## config.mk

```make
export PLATFORM = sky130hd
export DESIGN_NAME = page_mapper
export DESIGN_NICKNAME = d
export VERILOG_FILES = /design/src/rtl/pmap_pkg.sv /design/src/rtl/pmap_table.sv /design/src/rtl/pmap_xlate.sv /design/src/rtl/page_mapper.sv
export SDC_FILE = /design/constraint.sdc
export NUM_CORES = 1
export LEC_CHECK = 0
export CELL_PAD_IN_SITES_DETAIL_PLACEMENT = 0
export CELL_PAD_IN_SITES_GLOBAL_PLACEMENT = 1
export CORE_MARGIN = 2
export CORE_UTILIZATION = 49
export DETAILED_ROUTE_END_ITERATION = 10
export PLACE_DENSITY = 0.91
export SLEW_MARGIN = 20
export SYNTH_ARGS = -nofsm -noshare
export SYNTH_HDL_FRONTEND = slang
export SYNTH_SLANG_ARGS = --single-unit
```

## constraint.sdc

```tcl
create_clock -name clk -period 3.55 [get_ports clk]
set_input_delay 0.8875 -clock clk [delete_from_list [all_inputs] [get_ports clk]]
set_output_delay 0.8875 -clock clk [all_outputs]
set_load 0.01 [all_outputs]
```

## src/rtl/pmap_pkg.sv

```systemverilog
// Shared widths and entry type for the split page mapper.
// Assumes the logical address width equals index bits plus offset bits.
package pmap_pkg;
    parameter int PM_LA_W    = 16;                      // logical address width
    parameter int PM_OFF_W   = 13;                      // page offset width (8 KB)
    parameter int PM_FRAME_W = 9;                       // frame number width
    parameter int PM_IDX_W   = PM_LA_W - PM_OFF_W;      // page index width
    parameter int PM_ENTRIES = 1 << PM_IDX_W;           // entries per table
    parameter int PM_PA_W    = PM_FRAME_W + PM_OFF_W;   // physical address width
    parameter int PM_TABLES  = 2;                       // instruction and data

    typedef struct packed {
        logic [PM_FRAME_W-1:0] frame;
        logic                  valid;
        logic                  wr_ok;
    } pm_entry_t;
endpackage

```

## src/rtl/pmap_table.sv

```systemverilog
// One page table held in flops: a single write port and one combinational
// read port. Assumes wr_idx and rd_idx stay below ENTRIES.
module pmap_table
    import pmap_pkg::*;
#(
    parameter int ENTRIES = PM_ENTRIES,
    localparam int IW     = $clog2(ENTRIES)
) (
    input  logic      clk,
    input  logic      rst_n,
    input  logic      wr_en,
    input  logic [IW-1:0] wr_idx,
    input  pm_entry_t wr_ent,
    input  logic [IW-1:0] rd_idx,
    output pm_entry_t rd_ent
);
    pm_entry_t           tbl [ENTRIES];
    logic [ENTRIES-1:0]  valid_vec;

    // Entry storage: clear on reset, replace one entry per write.
    for (genvar e = 0; e < ENTRIES; e++) begin : g_ent
        always_ff @(posedge clk) begin
            if (!rst_n) begin
                tbl[e] <= '0;
            end else if (wr_en && (wr_idx == IW'(e))) begin
                tbl[e] <= wr_ent;
            end
        end
        assign valid_vec[e] = tbl[e].valid;
    end

    // Read port: returns the entry selected by the page index.
    assign rd_ent = tbl[rd_idx];

    // no entry may remain valid through reset.
    assert_reset_clears_R1: assert property (@(posedge clk)
        !rst_n |=> (valid_vec == '0));

    // a write is fully in place on the following cycle.
    assert_write_lands_R6: assert property (@(posedge clk) disable iff (!rst_n)
        wr_en |=> (tbl[$past(wr_idx)] == $past(wr_ent)));
endmodule

```

## src/rtl/pmap_xlate.sv

```systemverilog
// Combinational lookup stage: picks the table by request kind, checks the
// entry flags and forms {frame, offset}. Assumes both entries are already
// read at the request's page index.
module pmap_xlate
    import pmap_pkg::*;
(
    input  logic                req_data,
    input  logic                req_write,
    input  logic [PM_LA_W-1:0]  req_addr,
    input  pm_entry_t           ins_ent,
    input  pm_entry_t           dat_ent,
    output logic                fault,
    output logic [PM_PA_W-1:0]  paddr
);
    pm_entry_t sel;
    logic      store_block;

    // Table choice and permission check.
    always_comb begin
        sel         = req_data ? dat_ent : ins_ent;
        store_block = req_data && req_write && !sel.wr_ok;
        fault       = !sel.valid || store_block;
    end

    // Address assembly: frame on top, offset passes through; zero on fault.
    always_comb begin
        if (fault) paddr = '0;
        else       paddr = {sel.frame, req_addr[PM_OFF_W-1:0]};
    end
endmodule

```

## src/rtl/page_mapper.sv

```systemverilog
// Top of the split page mapper: two eight-entry tables, a lookup stage and
// a response register. Result is available one cycle after the request.
// Assumes a synchronous active-low reset held for at least one edge.
module page_mapper
    import pmap_pkg::*;
(
    input  logic                  clk,
    input  logic                  rst_n,
    input  logic                  cfg_we,
    input  logic                  cfg_sel_data,
    input  logic [PM_IDX_W-1:0]   cfg_idx,
    input  logic [PM_FRAME_W-1:0] cfg_frame,
    input  logic                  cfg_valid,
    input  logic                  cfg_wr_ok,
    input  logic                  req_valid,
    input  logic                  req_data,
    input  logic                  req_write,
    input  logic [PM_LA_W-1:0]    req_addr,
    output logic                  rsp_valid,
    output logic [PM_PA_W-1:0]    rsp_paddr,
    output logic                  rsp_fault
);
    pm_entry_t             new_ent;
    pm_entry_t             rd_ent [PM_TABLES];
    logic [PM_IDX_W-1:0]   page;
    logic                  x_fault;
    logic [PM_PA_W-1:0]    x_paddr;

    assign new_ent = '{frame: cfg_frame, valid: cfg_valid, wr_ok: cfg_wr_ok};
    assign page    = req_addr[PM_LA_W-1:PM_OFF_W];

    // Table 0 serves fetches, table 1 serves data; write steered by select.
    for (genvar t = 0; t < PM_TABLES; t++) begin : g_tbl
        pmap_table #(.ENTRIES(PM_ENTRIES)) u_tbl (
            .clk    (clk),
            .rst_n  (rst_n),
            .wr_en  (cfg_we && (cfg_sel_data == t[0])),
            .wr_idx (cfg_idx),
            .wr_ent (new_ent),
            .rd_idx (page),
            .rd_ent (rd_ent[t])
        );
    end

    pmap_xlate u_xlate (
        .req_data  (req_data),
        .req_write (req_write),
        .req_addr  (req_addr),
        .ins_ent   (rd_ent[0]),
        .dat_ent   (rd_ent[1]),
        .fault     (x_fault),
        .paddr     (x_paddr)
    );

    // Response register: captures the lookup, stays quiet when idle.
    always_ff @(posedge clk) begin
        if (!rst_n) begin
            rsp_valid <= 1'b0;
            rsp_paddr <= '0;
            rsp_fault <= 1'b0;
        end else begin
            rsp_valid <= req_valid;
            rsp_paddr <= req_valid ? x_paddr : '0;
            rsp_fault <= req_valid && x_fault;
        end
    end

    // one response per request, one cycle later.
    assert_rsp_follows_R2: assert property (@(posedge clk) disable iff (!rst_n)
        req_valid |=> rsp_valid);
    assert_rsp_idle_R2: assert property (@(posedge clk) disable iff (!rst_n)
        !req_valid |=> !rsp_valid);

    // offset survives translation whenever no fault is raised.
    assert_offset_kept_R3: assert property (@(posedge clk) disable iff (!rst_n)
        req_valid |=> (rsp_fault || (rsp_paddr[PM_OFF_W-1:0] == $past(req_addr[PM_OFF_W-1:0]))));

    // faulting responses carry no address.
    assert_fault_zero_R10: assert property (@(posedge clk) disable iff (!rst_n)
        rsp_fault |-> (rsp_paddr == '0));

    // idle outputs are quiet.
    assert_idle_quiet_R11: assert property (@(posedge clk) disable iff (!rst_n)
        !rsp_valid |-> (!rsp_fault && (rsp_paddr == '0)));
endmodule

```

; ---- Word-level counts from Yosys, hierarchy flattened
; Memory sizes are Yosys's and may differ from the RTL's.
; Index checks and enable logic that the tools add are counted.
[classes]
n_reduce_logical = 26
eq_ne = 7
bitwise_logic = 19
mux = 66
[op_table]
columns = op, n
row1 = $mux W11, 17
row2 = $mux W1, 49
row3 = $logic_and A1 B1 Y1, 21
row4 = $or A1 B1 Y1, 16
row5 = $eq A3 B3 Y1 const B, 4
row6 = $eq A3 B2 Y1 const B, 2
row7 = $eq A3 B1 Y1 const B, 1
row8 = $logic_not A3 Y1, 1
row9 = $not A1 Y1, 3
row10 = $reduce_or A3 Y1, 1
row11 = $logic_not A1 Y1, 2
row12 = $logic_or A1 B1 Y1, 1
[word_totals]
in_bits = 37
out_inout_bits = 24
memories = 2
word_cells = 123
register_bits = 24
ram_bits = 176
[mem_list]
columns = memory, words, width, rd, rd_ports_with_merged_regs, wr, line
row1 = g_tbl[0].u_tbl.tbl, 8, 11, 1, 0, 8, pmap_table.sv:17  ; pm_entry_t tbl [ENTRIES];
row2 = g_tbl[1].u_tbl.tbl, 8, 11, 1, 0, 8, pmap_table.sv:17

; ---- Logic depth before layout (Yosys ltp)
[depth]
word_depth = 7
ltp_mapped = 7
depth_no_buf = 4

; ---- Modules after synthesis
; Synthesis repeated with hierarchy kept, for this count alone.
[unflattened]
hier_cells = 610
area_unflattened_um2 = 8972.4
[by_module_without_submodules]
columns = mod, cells_per_inst, n_inst, area_each_um2, seq_area_each_um2
row1 = pmap_table, 259, 2, 4012.6, 2642.5
row2 = page_mapper, 54, 1, 681.9, 480.5
row3 = pmap_xlate, 38, 1, 265.3, 0.0

; ---- Worst setup path after synthesis
; OpenSTA, ideal clock, no wires.
[synth_path]
kind = input-to-reg
start = input cfg_we
end = memory g_tbl[0].u_tbl.tbl[0][10] (netlist bit) (enable)
path_buffers = 1
slack_ps = 785
path_stages = 3
t_required_ps = 3159
setup_time_ps = 391
arrival_time_ps = 2374
path_cell_list = clkbuf_1 -> or3b_2 -> o21ai_0
[synth_rtl]
columns = item, line
row1 = start: declaration, page_mapper.sv:9  ; input logic cfg_we,
row2 = end: declaration, pmap_table.sv:17

; ---- Worst setup path after layout
[layout_path]
start = input req_addr[13]
end = register rsp_paddr[15]
[layout_via]
elab_chain_len = 6
word_cells_on_any_way = 8
cone_classes = mux (1) / reduce/logical (5) / memory (2)
[layout_lines]
columns = item, line
row1 = start: declaration, page_mapper.sv:18  ; input logic [PM_LA_W-1:0] req_addr,
row2 = $mem_v2 Z8 W11, --
row3 = $mux W11 (*), pmap_xlate.sv:20  ; sel = req_data ? dat_ent : ins_ent;
row4 = $logic_not A1 Y1, pmap_xlate.sv:21  ; store_block = req_data && req_write && !sel.wr_ok;
row5 = $logic_and A1 B1 Y1, pmap_xlate.sv:21
row6 = $logic_or A1 B1 Y1, pmap_xlate.sv:22  ; fault = !sel.valid || store_block;
row7 = $reduce_or A3 Y1 (no source line), --
row8 = end signal: assignment, page_mapper.sv:63  ; rsp_paddr <= req_valid ? x_paddr : '0;
row9 = end: declaration, page_mapper.sv:20  ; output logic [PM_PA_W-1:0] rsp_paddr,
; Every way passes the cells marked *; elsewhere a longest branch is shown, timed or not.
; A chain may end at the register's enable or synchronous reset.

==> impl_metrics.csv <==
group,metric,value,unit
status,outcome,"finished clean",
synthesis,synth_top_area_share,0.598,
worst_setup_path,max_stage_delay,0.55,ns
synthesis,synth_most_common_cell,"and2_1",
power,seqPwrFrac,0.533,
worst_setup_path,crit_chain,"buf_2 > buf_4 > mux4_2 > and2_4 > o41ai_4 > buf_4 > nor3b_1",
synthesis,syn_area_per_cell,15.7,sq um
sta,fin_setup_tns,0,ns
worst_setup_path,cp-end-kind,"flop",
placement,gp_congestion,0.798,
drt,drc,0,
worst_setup_path,path_max_fanout,22,
synthesis,synth_top_cell_by_area,"edfxtp_1",
cells_and_area,stdcell_count,840,
worst_setup_path,critPathKind,"primary input to flop",
drt,ant_nets,0,
synthesis,synth-seq-cells,192,
power,internal-power,0.00388,W
worst_setup_path,r2r_slack,1.63,ns
placement,portBuffers,60,
worst_setup_path,slowest_stage,"mux4_2",
worst_setup_path,cp-start-kind,"primary input",
power,cellPowerDensity,493,nW/um^2
power,power_switching,0.00103,W
worst_setup_path,arrival,2.79,ns
clock_network,ctsResizeCount,0,
synthesis,synth_fp_nets,576,
synthesis,yosysWarnings,0,
sta,setup_violations,0,
clock_network,cts-root-buf,"clkbuf_16",
floorplanning,rows,47,
clock_network,cts_tree,"done",
synthesis,ys_types,28,
placement,hpwl,12300,microns
sta,worst_slew_pin_slew,0.694,ns
grt,grt_pass1_wl,28600,microns
drt,drt_iter0_drc,529,
hold_path,hp-class,"flop to flop",
clock_network,clkSlewWorstSetupHoldPaths,0.07,ns
clock_network,postCtsSetupRepairBufs,0,
synthesis,synth_ff_type,"edfxtp_1",
sta,fmaxAchievable,0.401,GHz
grt,grt_max_degree,28,
drt,vias,4753,
clock_network,cts_made_buffers,17,
clock_network,clock_path_buffers,2,
clock_network,cts_hold_buf,0,
drt,detail_route.vias_per_cell,5.66,
synthesis,synth_edf_count,168,
synthesis,netlist_area,8440,sq um
synthesis,syn_inst,539,
cells_and_area,drive_gt1_frac,0.192,
grt,antenna_found_initial,0,
floorplanning,die_h,135,microns
drt,wl_per_cell,22.3,microns
clock_network,h-tree-depth,4,
floorplanning,dieWidth,135,microns
clock_network,clkSinkCount,192,
floorplanning,start_util,0.505,
grt,overflow,0,
drt,finalWirelength,18700,microns
synthesis,synth_area_leaders,"edfxtp_1 60%, mux4_2 13%, and2_1 13%",
synthesis,synth_seq_area_share,0.655,
sta,finClkSkew,0.00897,ns
flow_run,drv_cap,0,
floorplanning,coreArea,16700,sq um
grt,grt_pass1_vias,4883,
floorplanning,io_pins,61,
sta,drv_slew,0,
floorplanning,dieArea,18300,sq um
clock_network,clock_latency,0.43,ns
cells_and_area,fin_util,0.596,
sta,slew_headroom,0.536,
cells_and_area,antenna_cells,0,
cells_and_area,nNetsFinal,644,
sta,rsz0062_at_grt,"false",
cells_and_area,syn_to_final_growth,17.9,%
sta,post-route-min-period,2.50,ns
synthesis,synth_async_sr_flop_share,0,
worst_setup_path,crit_top_cell,"buf_4",
grt,grtUsageTotal,0.219,
drt,dr.pass1.iters,6,
power,p_comb_frac,0.089,
power,vdd_drop_max,0.353,mV
sta,fin_crit_sh,0.703,
worst_setup_path,cp.required,3.85,ns
power,clkPwrFrac,0.378,
power,switching_share,0.210,
sta,hold_viol_final,0,
power,leakage,3.46,nW
placement,dp.cells,808,
synthesis,ys_top_cells_by_count,"169 x and2_1, 168 x edfxtp_1, 50 x mux4_2",
-- cell usage in the layout, fill, tap and decap left out, types with 2 or more instances in the layout --
cell	n
and2_1	169
edfxtp_1	168
clkdlybuf4s50_1	58
mux4_2	50
buf_4	34
dfxtp_1	24
nor3b_1	23
clkbuf_16	17
o21ai_0	16
nor2_1	16
clkbuf_1	5
nand2_1	4
mux2i_1	4
clkinv_2	4
clkbuf_8	3
nand2b_1	2
nand3_1	2
bufinv_16	2
buf_2	2
buf_12	2
-- worst paths after layout --
check / startpoint / to / cells after the start
min reg2reg: g_tbl[1].u_tbl.tbl[1][0] / rsp_fault / 4
max: req_addr[13] / rsp_paddr[15] / 7
min: g_tbl[1].u_tbl.tbl[1][0] / rsp_fault / 4
max reg2reg: g_tbl[1].u_tbl.tbl[7][0] / rsp_paddr[15] / 5
-- area by class of cell --
cell class	count	area, sq um
clock inverters	7	83.8
multi-input cells	299	2690
well taps	220	275
repair buffers	96	886
clock buffers	25	485
flip-flops and latches	192	5530
fillers	1236	6750
inverters	1	3.75
-- power by group through the flow --
| stage | Sequential, W | Combinational, W | Clock (W) |
|---|---|---|---|
| 3_5_place_dp | 0.00266 | 0.000437 | 0 |
| 3_3_place_gp | 0.00265 | 0.000428 | 0 |
| 6_report | 0.00262 | 0.000436 | 0.00186 |
| 5_1_grt | 0.00263 | 0.000462 | 0.00196 |
| 4_1_cts | 0.00262 | 0.000439 | 0.00187 |
| 2_1_floorplan | 0.00266 | 0.000246 | 0 |
-- kinds of logic (layout without fill, tap and decap cells) --
logic type             count (synthesis)  in the layout  synth area share
muxes                                 55             55             0.140
DFF                                  192            192             0.655
and+or+nand+nor                      226            226             0.166
buffers and inverters                 48            129            0.0261
AOI/OAI and AO/OA                     18             18            0.0136
-- critical path: cells and delay by family --
family | cells | cell delay [ns]
simple gates | 2 | 0.27
buf+inv | 3 | 0.74
compound gates | 1 | 0.33
mux | 1 | 0.55
-- registers in the layout (all words and copies together), names as in the netlist --
signal and cells:
rsp_fault 1, rsp_paddr 22, g_tbl.u_tbl.tbl 168, rsp_valid 1
-- stage by stage --
stage / total power, W / hold WS, ns / instance area, sq um / setup WS [ns]
final: 0.00491 / 0.941 / 9950 / 1.05
after floorplan: 0.00290 / 0.857 / 8440 / 0.785
after detailed placement: 0.00310 / 0.935 / 9380 / 0.611
after global routing: 0.00505 / 0.996 / 9950 / 0.950
after CTS: 0.00492 / 0.958 / 9950 / 1.03
after global placement: 0.00308 / 0.917 / 9380 / 0.654
-- metal layers --
metal | share of wire | vias up | global-route usage
li1 | - | 2109 | -
met1 | 0.39 | 2389 | 0.279
met2 | 0.49 | 213 | 0.357
met3 | 0.078 | 42 | 0.0531
met4 | 0.039 | 0 | 0.102
met5 | 0 | - | 0
Power figures use the tool's default switching activity.
